## config.mk

```make
export PLATFORM = sky130hd
export DESIGN_NAME = wdt_dly
export DESIGN_NICKNAME = d
export VERILOG_FILES = /design/src/rtl/wdt_dly_pkg.sv /design/src/rtl/wdt_dly_count.sv /design/src/rtl/wdt_dly_grace.sv /design/src/rtl/wdt_dly_flags.sv /design/src/rtl/wdt_dly.sv
export SDC_FILE = /design/constraint.sdc
export NUM_CORES = 1
export LEC_CHECK = 0
export BUFFER_PORTS_ARGS = -buffer_cell sky130_fd_sc_hd__buf_2
export CAP_MARGIN = 20
export CORE_UTILIZATION = 54
export DETAILED_ROUTE_END_ITERATION = 12
export PLACE_DENSITY_LB_ADDON = 0.25
export SLEW_MARGIN = 10
export SYNTH_ARGS = -nofsm -noshare
export SYNTH_HDL_FRONTEND = slang
export SYNTH_SLANG_ARGS = --single-unit
export TNS_END_PERCENT = 50
```

## constraint.sdc

```tcl
create_clock -name clk -period 2.1 [get_ports clk]
set_input_delay 0.42 -clock clk [delete_from_list [all_inputs] [get_ports clk]]
set_output_delay 0.42 -clock clk [all_outputs]
set_load 0.1 [all_outputs]
```

## src/rtl/wdt_dly_pkg.sv

```systemverilog
package wdt_dly_pkg;
   localparam int SEL_W   = 2;
   localparam int NUM_TMO = 1 << SEL_W;

   // exponent of the period chosen by select value idx
   function automatic int tmo_exp(input int exp0, input int step, input int idx);
      return exp0 + step * idx;
   endfunction
endpackage

```

## src/rtl/wdt_dly_count.sv

```systemverilog
module wdt_dly_count
   import wdt_dly_pkg::*;
#(
   parameter int EXP0 = 17,
   parameter int STEP = 3
) (
   input  logic             clk,
   input  logic             srst,
   input  logic             restart,
   input  logic [SEL_W-1:0] sel,
   output logic             expire
);
   localparam int CNT_W = tmo_exp(EXP0, STEP, NUM_TMO - 1);

   logic [CNT_W-1:0]   cnt;
   logic [NUM_TMO-1:0] tap;

   always_ff @(posedge clk) begin
      if (srst || restart) cnt <= '0;
      else                 cnt <= cnt + 1'b1;
   end

   // one terminal-count detector per selectable period
   for (genvar i = 0; i < NUM_TMO; i++) begin : g_tap
      localparam int W = tmo_exp(EXP0, STEP, i);
      assign tap[i] = &cnt[W-1:0];
   end

   assign expire = tap[sel] & ~restart & ~srst;
endmodule

```

## src/rtl/wdt_dly_grace.sv

```systemverilog
module wdt_dly_grace #(
   parameter int GRACE = 512
) (
   input  logic clk,
   input  logic srst,
   input  logic restart,
   input  logic start,
   output logic done
);
   localparam int GW = (GRACE > 2) ? $clog2(GRACE) : 1;

   logic          active;
   logic [GW-1:0] gcnt;

   always_ff @(posedge clk) begin
      if (srst || restart) begin
         active <= 1'b0;
         gcnt   <= '0;
      end else if (start) begin
         active <= 1'b1;
         gcnt   <= GW'(GRACE - 1);
      end else if (active) begin
         if (gcnt == '0) active <= 1'b0;
         else            gcnt   <= gcnt - 1'b1;
      end
   end

   assign done = active & (gcnt == '0) & ~restart & ~srst;
endmodule

```

## src/rtl/wdt_dly_flags.sv

```systemverilog
module wdt_dly_flags (
   input  logic clk,
   input  logic srst,
   input  logic set_irq,
   input  logic clr_irq,
   input  logic set_rst,
   input  logic clr_rst,
   input  logic rst_en,
   output logic irq_flag,
   output logic rst_flag,
   output logic rst_req
);
   always_ff @(posedge clk) begin
      if (srst) begin
         irq_flag <= 1'b0;
         rst_flag <= 1'b0;
         rst_req  <= 1'b0;
      end else begin
         // a set outranks a clear landing on the same edge
         if (set_irq)      irq_flag <= 1'b1;
         else if (clr_irq) irq_flag <= 1'b0;
         if (set_rst)      rst_flag <= 1'b1;
         else if (clr_rst) rst_flag <= 1'b0;
         rst_req <= set_rst & rst_en;
      end
   end
endmodule

```

## src/rtl/wdt_dly.sv

```systemverilog
module wdt_dly
   import wdt_dly_pkg::*;
#(
   parameter int EXP0  = 17,
   parameter int STEP  = 3,
   parameter int GRACE = 512
) (
   input  logic             clk,
   input  logic             srst,
   input  logic [SEL_W-1:0] tmo_sel,
   input  logic             restart,
   input  logic             rst_en,
   input  logic             irq_clr,
   input  logic             rst_clr,
   output logic             irq_flag,
   output logic             rst_flag,
   output logic             rst_req
);
   // elaboration-time parameter checks
   if (EXP0 < 1 || STEP < 1) begin : g_bad_exp
      $error("wdt_dly: EXP0 and STEP must be positive");
   end
   if (GRACE < 2) begin : g_bad_grace
      $error("wdt_dly: GRACE must be at least 2");
   end
   if ((64'd1 << EXP0) <= 64'(GRACE)) begin : g_bad_ratio
      $error("wdt_dly: shortest period must exceed the grace window");
   end

   logic expire;
   logic grace_done;

   wdt_dly_count #(.EXP0(EXP0), .STEP(STEP)) u_count (
      .clk     (clk),
      .srst    (srst),
      .restart (restart),
      .sel     (tmo_sel),
      .expire  (expire)
   );

   wdt_dly_grace #(.GRACE(GRACE)) u_grace (
      .clk     (clk),
      .srst    (srst),
      .restart (restart),
      .start   (expire),
      .done    (grace_done)
   );

   wdt_dly_flags u_flags (
      .clk      (clk),
      .srst     (srst),
      .set_irq  (expire),
      .clr_irq  (irq_clr),
      .set_rst  (grace_done),
      .clr_rst  (rst_clr),
      .rst_en   (rst_en),
      .irq_flag (irq_flag),
      .rst_flag (rst_flag),
      .rst_req  (rst_req)
   );
endmodule

```

## Word level (Yosys, flattened, before mapping)

Index checks and enable logic that the tools add are counted.

| cells by class | value |
|---|---|
| muxes and demuxes | 12 |
| add/sub/neg operators | 2 |
| equality and inequality tests | 1 |
| order comparisons | 1 |
| reduce and logical (&&, ||, !) cells | 10 |
| bitwise operators | 8 |

Operator list:

| operator | number |
|---|---|
| $mux W9 | 3 |
| $add A26 B1 Y26 const B | 1 |
| $reduce_and A26 Y1 | 1 |
| $reduce_and A23 Y1 | 1 |
| $reduce_and A20 Y1 | 1 |
| $reduce_and A17 Y1 | 1 |
| $logic_not A9 Y1 | 1 |
| $sub A9 B1 Y9 const B | 1 |
| $mux W1 | 8 |
| $and A1 B1 Y1 | 6 |
| $reduce_bool A2 Y1 | 3 |
| $lt A2 B3 Y1 const B | 1 |
| $bmux W1 S2 | 1 |
| $ne A2 B2 Y1 const B | 1 |
| $not A1 Y1 | 2 |
| $reduce_and A2 Y1 | 1 |
| $logic_or A1 B1 Y1 | 1 |

| storage, ports and cells | value |
|---|---|
| logic and storage cells | 40 |
| register bits after elaboration | 39 |
| output and inout port bits | 3 |
| input port bits | 8 |

## Depth between registers and ports, before layout

| logic depth | value |
|---|---|
| depth in word-level cells | 7 |
| gate-level depth with buffers | 9 |
| depth with buffers taken out | 8 |

## Modules after synthesis

Synthesis repeated with hierarchy kept, for this count alone.

| second synthesis, totals | value |
|---|---|
| cell total of the unflattened synthesis | 215 |
| area, all modules | 1868.0 um^2 |

Modules (own cells, without submodules):

| module | cells an instance | times used | area each (um^2) | seq. area each (um^2) |
|---|---|---|---|---|
| wdt_dly_count | 148 | 1 | 1273.7 | 520.5 |
| wdt_dly_grace | 56 | 1 | 496.7 | 200.2 |
| wdt_dly_flags | 11 | 1 | 97.6 | 60.1 |

## Least setup slack after synthesis

Ideal clock, no wire load.

| timing path | value |
|---|---|
| path type | register to register |
| start | register u_count.cnt[0] |
| end | register u_grace.gcnt[0] |
| setup time | 0.079 ns |
| period minus slack after synthesis | 2.119 ns |
| slack | -0.019 ns |
| cell stages (with the launch flop) | 10 |
| arrival time | 2.040 ns |
| data required time | 2.021 ns |
| buffers on the path | 1 |
| path through | dfxtp_1 -> ha_1 -> nand4_2 -> or4_1 -> buf_2 -> nor2_1 -> ha_1 -> nor3b_1 -> nand2_1 -> o211ai_1 |

| on the way | value |
|---|---|
| word-level cells in the longest chain between the ends | 7 |
| elaborated cells between the ends (all ways) | 12 |
| classes of those cells | eq/ne: 1; mux: 3; bitwise: 2; reduce/logical: 6 |

Ends and longest elaborated chain:

| element | line | text |
|---|---|---|
| start: declaration | wdt_dly_count.sv:15 | `logic [CNT_W-1:0] cnt;` |
| start signal: assignment | wdt_dly_count.sv:20 | `else cnt <= cnt + 1'b1;` |
| $reduce_and A26 Y1 (tied with other cells) | wdt_dly_count.sv:26 | `assign tap[i] = &cnt[W-1:0];` |
| $bmux W1 S2 (*) | wdt_dly_count.sv:29 | `assign expire = tap[sel] & ~restart & ~srst;` |
| $mux W1 (not written as such) (*) | wdt_dly_count.sv:29 |  |
| $and A1 B1 Y1 (*) (2 in series) | wdt_dly_count.sv:29 |  |
| $ne A2 B2 Y1 (no line) / $reduce_bool A2 Y1 (equally long branches) | -- |  |
| $reduce_and A2 Y1 (no line) | -- |  |
| end signal: assignment | wdt_dly_grace.sv:21 | `gcnt <= GW'(GRACE - 1);` |
| end signal: assignment | wdt_dly_grace.sv:24 | `else gcnt <= gcnt - 1'b1;` |
| end: declaration | wdt_dly_grace.sv:13 | `logic [GW-1:0] gcnt;` |

Mark *: on every way between the ends. The rest lies on a longest branch, timed or not. The select of a mux whose other input is x is not followed.
A chain may end at the register's enable or synchronous reset.

## Final worst setup path

| timing path | value |
|---|---|
| start | register u_count.cnt[0] |
| end | register u_count.cnt[22] |

| on the way | value |
|---|---|
| word-level cells in the longest chain between the ends | 1 |

Ends and longest elaborated chain:

| element | line |
|---|---|
| $add A26 B1 Y26 | wdt_dly_count.sv:20 |

Every way passes these cells.

==> impl_metrics.py <==
metrics = {
    "worst_setup_path": {
        "crit_chain": "ha_4 > nand4_2 > or4_4 > buf_4 > or4_1 > a21oi_1",
        "worst_ep_required_time_ns": 2.40,
        "critPathKind": "reg2reg",
        "crit_cells": 6,
        "r2r-end": "u_count.cnt[22]$_SDFF_PP0_",
        "cp_top_family": "simple AND/OR/NAND/NOR gates",
        "cp_num_buf_inv": 1,
        "rr_startpoint": "u_count.cnt[0]$_SDFF_PP0_",
        "crit_path_start_kind": "flop",
        "crit_path_end": "u_count.cnt[22]$_SDFF_PP0_",
        "slowest_delay_ns": 0.53,
        "crit_start": "u_count.cnt[0]$_SDFF_PP0_",
        "r2r_slack_ns": 0.07,
        "path_max_fanout": 8,
        "r2r_cells": 6,
        "critPathCaptureType": "flop",
        "cp.arrival_ns": 2.33,
        "cpMaxStageDelayCell": "or4_4",
    },
    "sta": {
        "grt_setup_unrepaired": "no",
        "slew_violations": 0,
        "post-route-min-period_ns": 2.03,
        "holdWs_ns": 0.274,
        "slew_headroom_pct": 56.7,
        "tns_ns": 0,
        "finalSetupViolCount": 0,
        "fmax_ghz": 0.493,
        "worst_slew_pin_slew_ns": 0.649,
        "finClkSkew_ns": 0.0140,
        "hold_viol_final": 0,
        "timing.final.crit_share_pct": 96.6,
    },
    "logic_synthesis": {
        "synthAdderAreaFrac_pct": 1.97,
        "synth_edf_count": 0,
        "synth_top_family_by_area": "simple AND/OR/NAND/NOR gates",
        "netlist_instances": 227,
        "ys_ff_latch": 39,
        "synthArstFlopShare_pct": 0,
        "synth_warnings": 0,
        "syn-cell-area_mm2": 0.00191,
        "synth_xor_area_share_pct": 5.05,
        "synth_compound_area_share_pct": 14.1,
        "synth_fp_nets": 238,
        "ys.flop_type": "dfxtp_1",
        "muxShareOfSynthArea_pct": 4.27,
        "ys_types": 42,
        "ys_seq_area_share_pct": 40.9,
        "yosys.area_share.simple_pct": 29.9,
        "syn_area_per_cell_um2": 8.40,
    },
    "power_and_ir_drop": {
        "ir_worst_vdd_mv": 0.377,
        "leakagePower_nw": 0.724,
        "powerDensity_mw_per_mm2": 559,
        "total_power_w": 0.00124,
    },
    "layout": {
        "multi_input_area_mm2": 0.00109,
        "fill_cells": 332,
        "area_delta_synth_final_pct": 16.0,
        "num_antenna_cells": 0,
        "seq_area_um2": 783,
        "fin_util_pct": 65.8,
        "final_layout_size_suffix_gt1_share_pct": 18.6,
        "nets": 263,
        "final_cell_mix": "dfxtp_1 (37), nor2_1 (26), buf_4 (15)",
        "layout_commonest_cell": "dfxtp_1",
        "design_area_mm2": 0.00221,
    },
    "route": {
        "wl_per_cell_um": 14.2,
        "dr.pass1.iters": 4,
        "drt_first_iter_violations": 137,
        "drc": 0,
        "via_count": 1760,
        "routed_wl_um": 4240,
        "vias_per_cell": 5.89,
        "antenna_left": 0,
    },
    "global_routing": {
        "grt_overflow": 0,
        "grt_pass1_wl_um": 6760,
        "grt_max_degree": 35,
        "antenna_found_initial": 0,
        "grt_use_total_pct": 24.4,
        "grt_pass1_vias": 1532,
    },
    "job": {
        "drv_cap": 0,
    },
    "floorplanning": {
        "start_util_pct": 56.7,
        "dieWidth_um": 61.4,
        "die_area_mm2": 0.00377,
        "die_h_um": 61.4,
        "ios": 11,
        "coreArea_mm2": 0.00336,
        "rows": 21,
    },
    "outcome": {
        "status": "finished clean",
    },
    "placement": {
        "dp_hpwl_um": 2920,
        "placed_cell_area_mm2": 0.00211,
        "portBuffers": 10,
        "place_congestion": 0.820,
    },
    "clocking": {
        "clock_latency_ns": 0.36,
        "path_clk_slew_ns": 0.12,
        "h-tree-depth": 2,
        "cts_buffers": 5,
        "clock_sinks": 39,
        "root_buffer": "clkbuf_4",
        "cts-hold-fix-buffers": 0,
        "cts_tree": "built",
        "clock_path_buffers": 2,
    },
    "worst_hold_path": {
        "hold_path.class": "in2reg",
    },
}
registers in the layout, indices dropped and copies added, names as in the netlist:
signal and cells:
u_flags.irq_flag 1, u_count.cnt 26, u_grace.active 1, u_flags.rst_req 1, u_grace.gcnt 9, u_flags.rst_flag 1
logic make-up after synthesis:
| group | count (synthesis) |
|---|---|
| AOI/OAI and AO/OA | 42 |
| xor gates and xnor gates | 11 |
| adders and majority gates | 3 |
| buffers and inverters | 19 |
| DFF | 39 |
| muxes | 8 |
| and+or+nand+nor | 105 |
area by class of cell:
class                   count  share of cell area, %
flip-flops and latches     39                   35.4
repair buffers             25                   7.35
multi-input cells         169                   49.5
clock buffers               8                   3.11
well taps                  46                   2.60
inverters                  12                   2.04
worst min path at each step:
stage / depth (start not counted) / slack (ns) / end / startpoint
after floorplan: 1 / 0.44 / u_count.cnt[0]$_SDFF_PP0_ / u_count.cnt[0]$_SDFF_PP0_
after global placement: 2 / 0.48 / u_count.cnt[25]$_SDFF_PP0_ / u_count.cnt[25]$_SDFF_PP0_
after detailed placement: 2 / 0.49 / u_count.cnt[17]$_SDFF_PP0_ / u_count.cnt[17]$_SDFF_PP0_
after CTS: 3 / 0.27 / u_flags.rst_req$_SDFF_PP0_ / rst_en
after global routing: 3 / 0.27 / u_flags.rst_req$_SDFF_PP0_ / rst_en
final: 3 / 0.27 / u_flags.rst_req$_SDFF_PP0_ / rst_en
cells in the mapped netlist (2+ instances only):
library cell   n  area (µm²)
nor2_1        27         101
xnor2_1        8        70.1
or4_1          6        45.0
and2_1         3        18.8
o31ai_1        4        30.0
a211oi_1       2        15.0
or2_2          2        12.5
inv_1         12        45.0
or3_1          6        37.5
nor3_1         5        25.0
xor2_1         3        26.3
dfxtp_1       39         781
nor4_1         8        50.1
o211ai_1       3        22.5
a21oi_1       11        55.1
o21ai_0        5        25.0
a31oi_1       11        68.8
clkbuf_1       6        22.5
nand2_1       14        52.6
nand3_1       14        70.1
ha_1           3        37.5
mux2i_1        7        70.1
nand4_1        9        56.3
routing by layer:
layer / GRT usage [%] / wire length (µm) / vias up
li1: - / - / 890
met1: 32.0 / 2100 / 830
met2: 37.9 / 1930 / 34
met3: 6.72 / 159 / 6
met4: 10.2 / 53 / 0
met5: 0 / 0 / -
worst reg2reg max path, delay by kind of cell, from the launching register on:
family	cells	cell delay [ns]
buffers and inverters	1	0.18
adders and majority gates	1	0.14
and+or+nand+nor	3	1.13
DFF	1	0.37
AOI/OAI and AO/OA	1	0.14
where the power goes:
part | internal [W] | switching, W
logic | 0.0000140 | 0.0000250
clock network | 0.000197 | 0.000257
registers | 0.000742 | 0.00000186
stage by stage:
stage                     instances  setup WS, ns
after floorplan                 227        0.0356
after global placement          291         0.118
after detailed placement        291        0.0566
after CTS                       299        0.0314
after global routing            299       0.00313
final                           299        0.0708
what timing repair did:
| action | CTS | global route |
|---|---|---|
| setup endpoints to repair | 0 | 14 |
| gates resized for setup | 0 | 8 |
| buffers inserted | 0 | 0 |
Power figures use the tool's default switching activity.
